===== src/rtl/dma_chan_pkg.sv =====
package dma_chan_pkg;

  localparam int FIELD_W = 8;

  typedef enum logic [FIELD_W-1:0] {
    ST_OFF  = 8'd0,
    ST_IDLE = 8'd1,
    ST_RUN  = 8'd2,
    ST_HELD = 8'd3,
    ST_STOP = 8'd4
  } chan_state_e;

  typedef enum logic [FIELD_W-1:0] {
    CMD_OFF   = 8'd0,
    CMD_ON    = 8'd1,
    CMD_PAUSE = 8'd2,
    CMD_RESET = 8'd9
  } chan_cmd_e;

endpackage


===== src/rtl/dcc_rst_sync.sv =====
module dcc_rst_sync #(
  parameter int STAGES = 2
) (
  input  logic clk,
  input  logic rst_n,
  output logic rst_n_sync
);

  logic [STAGES-1:0] chain_q;

  always_ff @(posedge clk or negedge rst_n) begin
    if (!rst_n) chain_q <= '0;
    else        chain_q <= {chain_q[STAGES-2:0], 1'b1};
  end

  assign rst_n_sync = chain_q[STAGES-1];

endmodule


===== src/rtl/dcc_cmd_decode.sv =====
module dcc_cmd_decode
  import dma_chan_pkg::*;
#(
  parameter int ADDR_W     = 12,
  parameter int DATA_W     = 32,
  parameter int CSR_OFFSET = 0,
  parameter int CMD_LSB    = 16
) (
  input  logic              wr_en,
  input  logic [ADDR_W-1:0] wr_addr,
  input  logic [DATA_W-1:0] wr_data,
  output logic              wr_hit,
  output logic              cmd_vld,
  output chan_cmd_e         cmd_code
);

  localparam logic [ADDR_W-1:0] CSR_ADDR = ADDR_W'(CSR_OFFSET);

  logic [FIELD_W-1:0] raw_code;
  logic               unused_wr_bits;

  assign wr_hit         = wr_en && (wr_addr == CSR_ADDR);
  assign raw_code       = wr_data[CMD_LSB +: FIELD_W];
  assign unused_wr_bits = ^wr_data;

  always_comb begin
    cmd_vld  = 1'b0;
    cmd_code = CMD_OFF;
    if (wr_hit) begin
      case (raw_code)
        8'd0: begin cmd_vld = 1'b1; cmd_code = CMD_OFF;   end
        8'd1: begin cmd_vld = 1'b1; cmd_code = CMD_ON;    end
        8'd2: begin cmd_vld = 1'b1; cmd_code = CMD_PAUSE; end
        8'd9: begin cmd_vld = 1'b1; cmd_code = CMD_RESET; end
        default: begin cmd_vld = 1'b0; cmd_code = CMD_OFF; end
      endcase
    end
  end

endmodule


===== src/rtl/dcc_fsm.sv =====
module dcc_fsm
  import dma_chan_pkg::*;
(
  input  logic        clk,
  input  logic        rst_n,
  input  logic        cmd_vld,
  input  chan_cmd_e   cmd_code,
  input  logic        work_pending,
  input  logic        quiesce_done,
  input  logic        stop_req,
  output chan_state_e state_q,
  output logic        run_en,
  output logic        rst_pulse
);

  chan_state_e state_d;
  logic        rst_pend_q, rst_pend_d;
  logic        sus_pend_q, sus_pend_d;
  logic        pulse_q, pulse_d;
  logic        active;
  logic        is_reset, is_off, is_on, is_pause;

  assign active   = (state_q == ST_IDLE) || (state_q == ST_RUN);
  assign is_reset = cmd_vld && (cmd_code == CMD_RESET);
  assign is_off   = cmd_vld && (cmd_code == CMD_OFF);
  assign is_on    = cmd_vld && (cmd_code == CMD_ON);
  assign is_pause = cmd_vld && (cmd_code == CMD_PAUSE);

  always_comb begin
    state_d    = state_q;
    rst_pend_d = rst_pend_q;
    sus_pend_d = sus_pend_q;
    pulse_d    = 1'b0;
    if (stop_req) begin
      state_d    = ST_STOP;
      rst_pend_d = 1'b0;
      sus_pend_d = 1'b0;
    end else if (rst_pend_q) begin
      if (quiesce_done) begin
        state_d    = ST_OFF;
        rst_pend_d = 1'b0;
      end
    end else if (is_reset) begin
      rst_pend_d = 1'b1;
      sus_pend_d = 1'b0;
      pulse_d    = 1'b1;
    end else if (sus_pend_q) begin
      if (is_off) begin
        state_d    = ST_OFF;
        sus_pend_d = 1'b0;
      end else if (quiesce_done) begin
        state_d    = ST_HELD;
        sus_pend_d = 1'b0;
      end
    end else if (is_off && (state_q != ST_STOP)) begin
      state_d = ST_OFF;
    end else if (is_on && ((state_q == ST_OFF) || (state_q == ST_HELD))) begin
      state_d = work_pending ? ST_RUN : ST_IDLE;
    end else if (is_pause && active) begin
      sus_pend_d = 1'b1;
    end else if (active) begin
      state_d = work_pending ? ST_RUN : ST_IDLE;
    end
  end

  always_ff @(posedge clk or negedge rst_n) begin
    if (!rst_n) begin
      state_q    <= ST_OFF;
      rst_pend_q <= 1'b0;
      sus_pend_q <= 1'b0;
      pulse_q    <= 1'b0;
    end else begin
      state_q    <= state_d;
      rst_pend_q <= rst_pend_d;
      sus_pend_q <= sus_pend_d;
      pulse_q    <= pulse_d;
    end
  end

  assign run_en    = active && !rst_pend_q && !sus_pend_q;
  assign rst_pulse = pulse_q;

  assert_pulse_single_R7: assert property (@(posedge clk) disable iff (!rst_n)
    rst_pulse |=> !rst_pulse);

  assert_pulse_gates_run_R7: assert property (@(posedge clk) disable iff (!rst_n)
    rst_pulse |-> !run_en);

  assert_stop_forced_R9: assert property (@(posedge clk) disable iff (!rst_n)
    stop_req |=> (state_q == ST_STOP));

  assert_run_only_active_R4: assert property (@(posedge clk) disable iff (!rst_n)
    run_en |-> ((state_q == ST_IDLE) || (state_q == ST_RUN)));

  assert_held_after_quiesce_R6: assert property (@(posedge clk) disable iff (!rst_n)
    ((state_q == ST_HELD) && ($past(state_q) != ST_HELD)) |-> $past(quiesce_done));

  assert_state_legal_R3: assert property (@(posedge clk) disable iff (!rst_n)
    state_q inside {ST_OFF, ST_IDLE, ST_RUN, ST_HELD, ST_STOP});

endmodule


===== src/rtl/dcc_status.sv =====
module dcc_status
  import dma_chan_pkg::*;
#(
  parameter int DATA_W    = 32,
  parameter int CMD_LSB   = 16,
  parameter int STATE_LSB = 8
) (
  input  logic              clk,
  input  logic              rst_n,
  input  logic              cmd_vld,
  input  chan_cmd_e         cmd_code,
  input  chan_state_e       state_q,
  output logic [DATA_W-1:0] status_word
);

  chan_cmd_e last_cmd_q;

  always_ff @(posedge clk or negedge rst_n) begin
    if (!rst_n)       last_cmd_q <= CMD_OFF;
    else if (cmd_vld) last_cmd_q <= cmd_code;
  end

  always_comb begin
    status_word                        = '0;
    status_word[CMD_LSB +: FIELD_W]    = last_cmd_q;
    status_word[STATE_LSB +: FIELD_W]  = state_q;
  end

  assert_cmd_field_holds_R10: assert property (@(posedge clk) disable iff (!rst_n)
    !cmd_vld |=> (status_word[CMD_LSB +: FIELD_W] == $past(status_word[CMD_LSB +: FIELD_W])));

endmodule


===== src/rtl/dma_chan_ctl.sv =====
module dma_chan_ctl
  import dma_chan_pkg::*;
#(
  parameter int ADDR_W     = 12,
  parameter int DATA_W     = 32,
  parameter int CSR_OFFSET = 0,
  parameter int CMD_LSB    = 16,
  parameter int STATE_LSB  = 8,
  parameter int SYNC_STAGES = 2
) (
  input  logic              clk,
  input  logic              rst_n,
  input  logic              wr_en,
  input  logic [ADDR_W-1:0] wr_addr,
  input  logic [DATA_W-1:0] wr_data,
  input  logic              work_pending,
  input  logic              quiesce_done,
  input  logic              stop_req,
  output logic [DATA_W-1:0] status_word,
  output logic [7:0]        state,
  output logic              run_en,
  output logic              rst_pulse
);

  logic        rst_n_i;
  logic        wr_hit;
  logic        cmd_vld;
  chan_cmd_e   cmd_code;
  chan_state_e state_q;

  dcc_rst_sync #(.STAGES(SYNC_STAGES)) u_rst_sync (
    .clk        (clk),
    .rst_n      (rst_n),
    .rst_n_sync (rst_n_i)
  );

  dcc_cmd_decode #(
    .ADDR_W     (ADDR_W),
    .DATA_W     (DATA_W),
    .CSR_OFFSET (CSR_OFFSET),
    .CMD_LSB    (CMD_LSB)
  ) u_decode (
    .wr_en    (wr_en),
    .wr_addr  (wr_addr),
    .wr_data  (wr_data),
    .wr_hit   (wr_hit),
    .cmd_vld  (cmd_vld),
    .cmd_code (cmd_code)
  );

  dcc_fsm u_fsm (
    .clk          (clk),
    .rst_n        (rst_n_i),
    .cmd_vld      (cmd_vld),
    .cmd_code     (cmd_code),
    .work_pending (work_pending),
    .quiesce_done (quiesce_done),
    .stop_req     (stop_req),
    .state_q      (state_q),
    .run_en       (run_en),
    .rst_pulse    (rst_pulse)
  );

  dcc_status #(
    .DATA_W    (DATA_W),
    .CMD_LSB   (CMD_LSB),
    .STATE_LSB (STATE_LSB)
  ) u_status (
    .clk         (clk),
    .rst_n       (rst_n_i),
    .cmd_vld     (cmd_vld),
    .cmd_code    (cmd_code),
    .state_q     (state_q),
    .status_word (status_word)
  );

  assign state = state_q;

  assert_undefined_ignored_R10: assert property (@(posedge clk) disable iff (!rst_n_i)
    (wr_hit && !cmd_vld && (state_q == ST_OFF) && !stop_req) |=> (state_q == ST_OFF));

endmodule


===== config.mk =====
export PLATFORM = sky130hd
export DESIGN_NAME = dma_chan_ctl
export DESIGN_NICKNAME = d
export VERILOG_FILES = /design/src/rtl/dma_chan_pkg.sv /design/src/rtl/dcc_rst_sync.sv /design/src/rtl/dcc_cmd_decode.sv /design/src/rtl/dcc_fsm.sv /design/src/rtl/dcc_status.sv /design/src/rtl/dma_chan_ctl.sv
export SDC_FILE = /design/constraint.sdc
export NUM_CORES = 1
export LEC_CHECK = 0
export CAP_MARGIN = 25
export CORE_ASPECT_RATIO = 0.8
export CORE_MARGIN = 3
export CORE_UTILIZATION = 30
export DETAILED_ROUTE_END_ITERATION = 12
export GPL_ROUTABILITY_DRIVEN = 0
export PLACE_DENSITY_LB_ADDON = 0.08
export SLEW_MARGIN = 0
export SYNTH_ARGS = -nofsm -noshare
export SYNTH_HDL_FRONTEND = slang
export SYNTH_SLANG_ARGS = --single-unit

===== constraint.sdc =====
create_clock -name clk -period 1 [get_ports clk]
set_input_delay 0.2 -clock clk [delete_from_list [all_inputs] [get_ports clk]]
set_output_delay 0.2 -clock clk [all_outputs]
set_load 0.01 [all_outputs]

======== Yosys cells after proc, flatten, opt, wreduce, memory -nomap -nowiden ========
Cells that the tools add are included.
storage, ports and cells
  register bits after elaboration ......... 21
  output and inout port bits .............. 42
  input bits .............................. 50
operators by class
  equality and inequality tests ........... 15
  reductions and logical operators ........ 21
  multiplexer cells ....................... 30
operator list
  operator                                             count
  2-to-1 mux 8 bit                                     12
  equality test 8 x 2 -> 1 bit, second input constant  4
  equality test 8 x 1 -> 1 bit, second input constant  3
  logical NOT 8 bit                                    3
  equality test 8 x 4 -> 1 bit, second input constant  2
  2-to-1 mux 1 bit                                     16
  logical NOT 12 bit                                   1
  case mux 4 bit (3 select lines)                      1
  logical AND 1 bit                                    10
  != test 8 x 3 -> 1 bit, second input constant        1
  != test 6 x 2 -> 1 bit, second input constant        1
  nonzero test 6 bit                                   1
  != test 5 bit, second input constant                 1
  AND reduction 5 bit                                  1
  OR reduction 4 bit                                   1
  != test 3 x 2 -> 1 bit, second input constant        1
  != test 3 bit, second input constant                 1
  logical NOT 1 bit                                    2
  logical OR 1 bit                                     2
  2-to-1 mux 2 bit                                     1
  != test 2 bit, second input constant                 1

======== Logic depth before layout (Yosys ltp) ========
  word-level depth ........................ 13
  depth in mapped cells ................... 7
  depth with buffers taken out ............ 6

======== Hierarchy ========
From an unflattened synthesis, not the netlist that was laid out.
unflattened totals
  cells, all modules ...................... 128
  area total of the unflattened synthesis .. 1252.5 um^2
by module, submodules not included
  module          seq. area each (um^2)  area an instance (um^2)  times used  cells an instance
  dcc_status      200.2                  515.5                    1           42
  dcc_fsm         150.1                  501.7                    1           60
  dcc_cmd_decode  0.0                    181.4                    1           23
  dcc_rst_sync    50.0                   53.8                     1           3

======== Least setup slack after synthesis ========
OpenSTA, ideal clock, no wires.
  path kind ............................... input-to-reg
  from .................................... input port wr_addr[8]
  to ...................................... register u_fsm.state_q[1]
  stages .................................. 6
  data arrival time ....................... 1.392 ns
  slack ................................... -0.520 ns
  path through ............................ nor4_2 -> nand3_2 -> o311a_1 -> a211oi_2 -> o21a_1 -> o32ai_1
on the way
  cells in the longest elaborated chain, start to end .. 12
  elaborated cells on any way between the ends .. 27
  classes of those cells .................. eq/ne (6); mux (9); reduce/logical (12)
ends and longest elaborated chain
  item                          line                  text
  start, declared               dma_chan_ctl.sv:14    input logic [ADDR_W-1:0] wr_addr,
  logical NOT 12 bit (*)        dcc_cmd_decode.sv:22  assign wr_hit = wr_en && (wr_addr == CSR_ADDR);
  logical AND 1 bit (*)         dcc_cmd_decode.sv:22
  2-to-1 mux 8 bit              dcc_cmd_decode.sv:29  if (wr_hit) begin
  equality test 8 x 1 -> 1 bit  dcc_fsm.sv:26         assign is_on = cmd_vld && (cmd_code == CMD_ON);
  logical AND 1 bit             dcc_fsm.sv:26
  logical AND 1 bit             dcc_fsm.sv:57         end else if (is_on && ((state_q == ST_OFF) || (state_q == ST_HELD))) begin
  2-to-1 mux 8 bit              dcc_fsm.sv:57
  2-to-1 mux 8 bit              dcc_fsm.sv:55         end else if (is_off && (state_q != ST_STOP)) begin
  2-to-1 mux 8 bit              dcc_fsm.sv:47         end else if (sus_pend_q) begin
  2-to-1 mux 8 bit              dcc_fsm.sv:43         end else if (is_reset) begin
  2-to-1 mux 8 bit              dcc_fsm.sv:38         end else if (rst_pend_q) begin
  2-to-1 mux 8 bit              dcc_fsm.sv:34         if (stop_req) begin
  end signal, assigned          dcc_fsm.sv:73         state_q <= state_d;
  end, declared                 dcc_fsm.sv:11         output chan_state_e state_q,
Mark *: on every way between the ends. The rest lies on a longest branch, timed or not. The select of a mux whose other input is x is not followed.
A chain may end at the register's enable or synchronous reset.

======== Worst setup path in the final report ========
  from .................................... input port wr_data[22]
  to ...................................... register u_fsm.state_q[1]
on the way
  cells in the longest elaborated chain, start to end .. 12
  elaborated cells on any way between the ends .. 32
  classes of those cells .................. eq/ne (9); mux (11); reduce/logical (12)
ends and longest elaborated chain
  item                                                                   line                                        text
  start, declared                                                        dma_chan_ctl.sv:15                          input logic [DATA_W-1:0] wr_data,
  equality test 8 x 4 -> 1 bit, or another cell as far along             dcc_cmd_decode.sv:30                        case (raw_code)
  case mux 4 bit (3 select lines) or OR reduction 4 bit (tied branches)  --
  2-to-1 mux 8 bit or 2-to-1 mux 1 bit (tied branches)                   dcc_cmd_decode.sv:29, dcc_cmd_decode.sv:30
  equality test 8 x 1 -> 1 bit or 2-to-1 mux 1 bit (tied branches)       dcc_fsm.sv:26, dcc_cmd_decode.sv:29
  logical AND 1 bit                                                      dcc_fsm.sv:26
  logical AND 1 bit                                                      dcc_fsm.sv:57
  2-to-1 mux 8 bit                                                       dcc_fsm.sv:57
  2-to-1 mux 8 bit                                                       dcc_fsm.sv:55
  2-to-1 mux 8 bit                                                       dcc_fsm.sv:47
  2-to-1 mux 8 bit                                                       dcc_fsm.sv:43
  2-to-1 mux 8 bit                                                       dcc_fsm.sv:38
  2-to-1 mux 8 bit                                                       dcc_fsm.sv:34
Several ways; a longest one is shown, not always the timed one. The select of a mux whose other input is x is not followed.

==> impl_metrics.py <==
metrics = {
    "clocking": {
        "cts_buffers": 3,
        "ctsLongestPathBuffers": 2,
        "cts_hold_buffers": 0,
        "cts_max_level": 1,
        "clock-sinks": 11,
        "cts_tree": "done",
        "path_clk_slew_ns": 0.05,
        "root_buffer": "clkbuf_8",
        "clkLatencyLatePin_ns": 0.24,
    },
    "power": {
        "clkPwrFrac": 0.360,
        "combPwrFrac": 0.249,
        "swShare": 0.2823,
        "irDropWorstVdd_mv": 0.8548,
        "powerDensity_nw_per_um2": 764.5,
        "internal_power_uw": 893.0,
        "p_switching_uw": 351.3,
        "p_seq_frac": 0.391,
        "power_leakage_nw": 0.7928,
    },
    "floorplan": {
        "io_pins": 92,
        "die_w_um": 68.62,
        "fp.dieH_um": 56.09,
        "initial_core_util": 0.3277,
        "core-area_um2": 2872,
        "core.rowCount": 17,
        "dieArea_um2": 3849,
    },
    "place": {
        "hpwl_mm": 2.010,
        "io_buffers": 36,
    },
    "job": {
        "cap_violations": 0,
    },
    "detailed_routing": {
        "drt-total-wl_mm": 2.760,
        "drt-initial-drc-count": 22,
        "drt_first_pass_iters": 4,
        "vias": 961,
        "vias_per_cell": 4.348,
        "ant_nets": 0,
        "drc": 0,
        "wl_per_cell_um": 12.49,
    },
    "synthesis": {
        "synthSimpleGateAreaFrac": 0.2287,
        "synth-xor-area-share": 0.009309,
        "synth_top_family_by_area": "buffers and inverters",
        "yosysWarnings": 0,
        "ys_ff_latch": 11,
        "synth-compound-area-share": 0.1463,
        "synthMuxAreaShare": 0.01197,
        "synth_area_um2": 940.9,
        "yosysUniqueCellTypes": 33,
        "netlist_instances": 112,
        "syn_area_per_cell_um2": 8.401,
        "synthAdderAreaFrac": 0,
        "yosysSeqAreaShare": 0.2926,
    },
    "global_routing": {
        "grt_pass1_wl_mm": 4.298,
        "grt_pass1_vias": 913,
        "grt_max_degree": 10,
        "grtUsageTotal": 0.1450,
        "antenna_found_initial": 0,
        "gr-total-overflow": 0,
    },
    "timing": {
        "min_period_ns": 1.623,
        "hold_slack_ns": 0.1231,
        "setup-tns-final_ns": -6.314,
        "skew_ns": 0.002537,
        "setup_viol": 16,
        "drv_slew": 0,
        "period_share": 1.623,
        "fmax_ghz": 0.6162,
        "setup_slack_ns": -0.6227,
        "rsz0062_at_grt": "yes",
        "hold_violations": 0,
    },
    "setup_path": {
        "path_max_fanout": 5,
        "arrival_ns": 1.75,
        "rr_startpoint": "u_fsm.state_q[1]",
        "crit_path_end_kind": "flip-flop",
        "worstSetupPathType": "in2reg",
        "worstPathCellList": "buf_6, nor4_4, nand3_2, buf_6, nor3_4, o2bb2ai_2, buf_4, nand4_1, o32ai_2",
        "crit_buf_inv": 3,
        "slowest_stage": "nor4_4",
        "crit_top_cell": "buf_6",
        "cp_data_required_time_ns": 1.13,
        "max_stage_delay_ns": 0.28,
        "critPathLaunch": "wr_data[22]",
        "cp_top_family": "simple AND/OR/NAND/NOR gates",
        "cp-start-kind": "input pin",
    },
    "layout": {
        "final_layout_size_suffix_gt1_frac": 0.4863,
        "final_common_cell": "conb_1",
        "syn_to_final_growth_pct": 73.01,
        "diodes": 0,
        "fin_nets": 234,
        "nFillCells": 266,
        "mostFrequentLayoutCells": "conb_1 (32), buf_4 (31), buf_6 (14)",
    },
    "run_status": {
        "status": "complete, but fails checks",
        "violations": "negative setup slack",
    },
    "worst_hold_path": {
        "min_path_type": "in2async",
    },
}
==> per-stage QoR <==
step	util	worst slack, ns	power [mW]	std cells	cell area [um^2]
final	0.5669	-0.6227	1.244	221	1628
after detailed placement	0.4780	-1.133	0.7884	202	1373
after global placement	0.4780	-1.079	0.7835	202	1373
after global routing	0.5669	-0.7035	1.326	221	1628
after floorplan	-	-0.5084	0.6942	142	1062
after CTS	0.5355	-0.5839	1.232	218	1538
==> flip-flops by register name, summed over array words and instances (netlist names) <==
name / flops
u_fsm.rst_pulse: 1
u_fsm.state_q: 3
u_status.last_cmd_q: 3
u_fsm.sus_pend_q: 1
u_rst_sync.chain_q: 2
u_fsm.rst_pend_q: 1
==> worst register-to-register path, stage by stage, from the launching register on <==
cell	delay, ns
dfrtp_1	0.42
xnor2_2	0.16
buf_4	0.15
a2bb2oi_2	0.11
nor2_1	0.06
o2bb2ai_2	0.13
o21a_1	0.23
o32ai_2	0.26
==> worst paths after layout <==
path	to	slack, ns	cells past startpoint
min in group clk	u_rst_sync.chain_q[1]	0.36	0
setup / recovery	u_fsm.state_q[1]	-0.62	9
setup reg to reg	u_fsm.state_q[1]	-0.62	7
max in group asynchronous	u_fsm.rst_pulse	0.57	0
hold / removal	u_rst_sync.chain_q[0]	0.12	1
hold reg to reg	u_fsm.sus_pend_q	0.16	0
==> Yosys cell counts <==
cell type / number / area, um^2
nor4b_1: 1 / 8.760
o21bai_1: 1 / 7.510
a22o_1: 1 / 8.760
nand2_1: 8 / 30.03
o41ai_1: 1 / 8.760
inv_1: 6 / 22.52
buf_4: 34 / 255.2
clkbuf_1: 2 / 7.510
or3_2: 1 / 7.510
nor2_1: 11 / 41.29
o21ai_0: 6 / 30.03
a211oi_2: 1 / 12.51
nand3_1: 1 / 5.000
conb_1: 2 / 7.510
nor3_2: 1 / 10.01
nand3_2: 1 / 10.01
o32ai_1: 2 / 17.52
o2bb2ai_1: 1 / 8.760
a21oi_1: 2 / 10.01
nor4b_4: 1 / 23.77
o311a_1: 1 / 10.01
nand4_1: 1 / 6.260
mux2_2: 1 / 11.26
o211ai_1: 1 / 7.510
nor3_1: 2 / 10.01
nor2b_1: 1 / 6.260
xnor2_1: 1 / 8.760
o21a_1: 1 / 7.510
and3_1: 1 / 6.260
a2bb2oi_1: 1 / 8.760
nor4_1: 4 / 25.02
dfrtp_1: 11 / 275.3
nor4_2: 2 / 25.02
==> per-layer routing <==
layer	vias up	part of all wire	global-route usage	wire [um]
met5	-	0	0	0
met4	0	0.0076	0.03399	21
met3	4	0.064	0.03030	176
met2	40	0.50	0.2299	1382
met1	456	0.43	0.1975	1179
li1	461	-	-	-
==> power by group through the flow <==
stage / Clock (mW) / Combinational (mW) / Sequential [mW]
finish: 0.448 / 0.310 / 0.486
global route: 0.493 / 0.342 / 0.492
CTS: 0.454 / 0.291 / 0.488
detailed placement: 0 / 0.289 / 0.499
global placement: 0 / 0.287 / 0.497
floorplan: 0 / 0.193 / 0.502
==> layout make-up <==
type | count | area [um^2] | share of cell area
multi-input cells | 89 | 629.4 | 0.3866
repair buffers | 73 | 606.8 | 0.3728
flip-flops and latches | 11 | 275.3 | 0.1691
well taps | 38 | 47.55 | 0.02921
clock buffers | 3 | 41.29 | 0.02537
inverters | 6 | 22.52 | 0.01384
clock inverters | 1 | 5.005 | 0.003075
==> cells by family (layout without fill, tap and decap cells) <==
family / after synthesis / count (layout)
flops: 11 / 11
buf+inv: 42 / 83
compound gates: 19 / 19
simple gates: 36 / 36
other cells: 2 / 32
mux: 1 / 1
xor+xnor: 1 / 1
==> what timing repair did <==
action | 4_1_cts | 5_1_grt
resized for setup | 122 | 18
buffers inserted | 12 | 6
setup endpoints to repair | 20 | 18
pin swaps | 18 | 11
No activity file was read; power rests on OpenSTA's default activity.
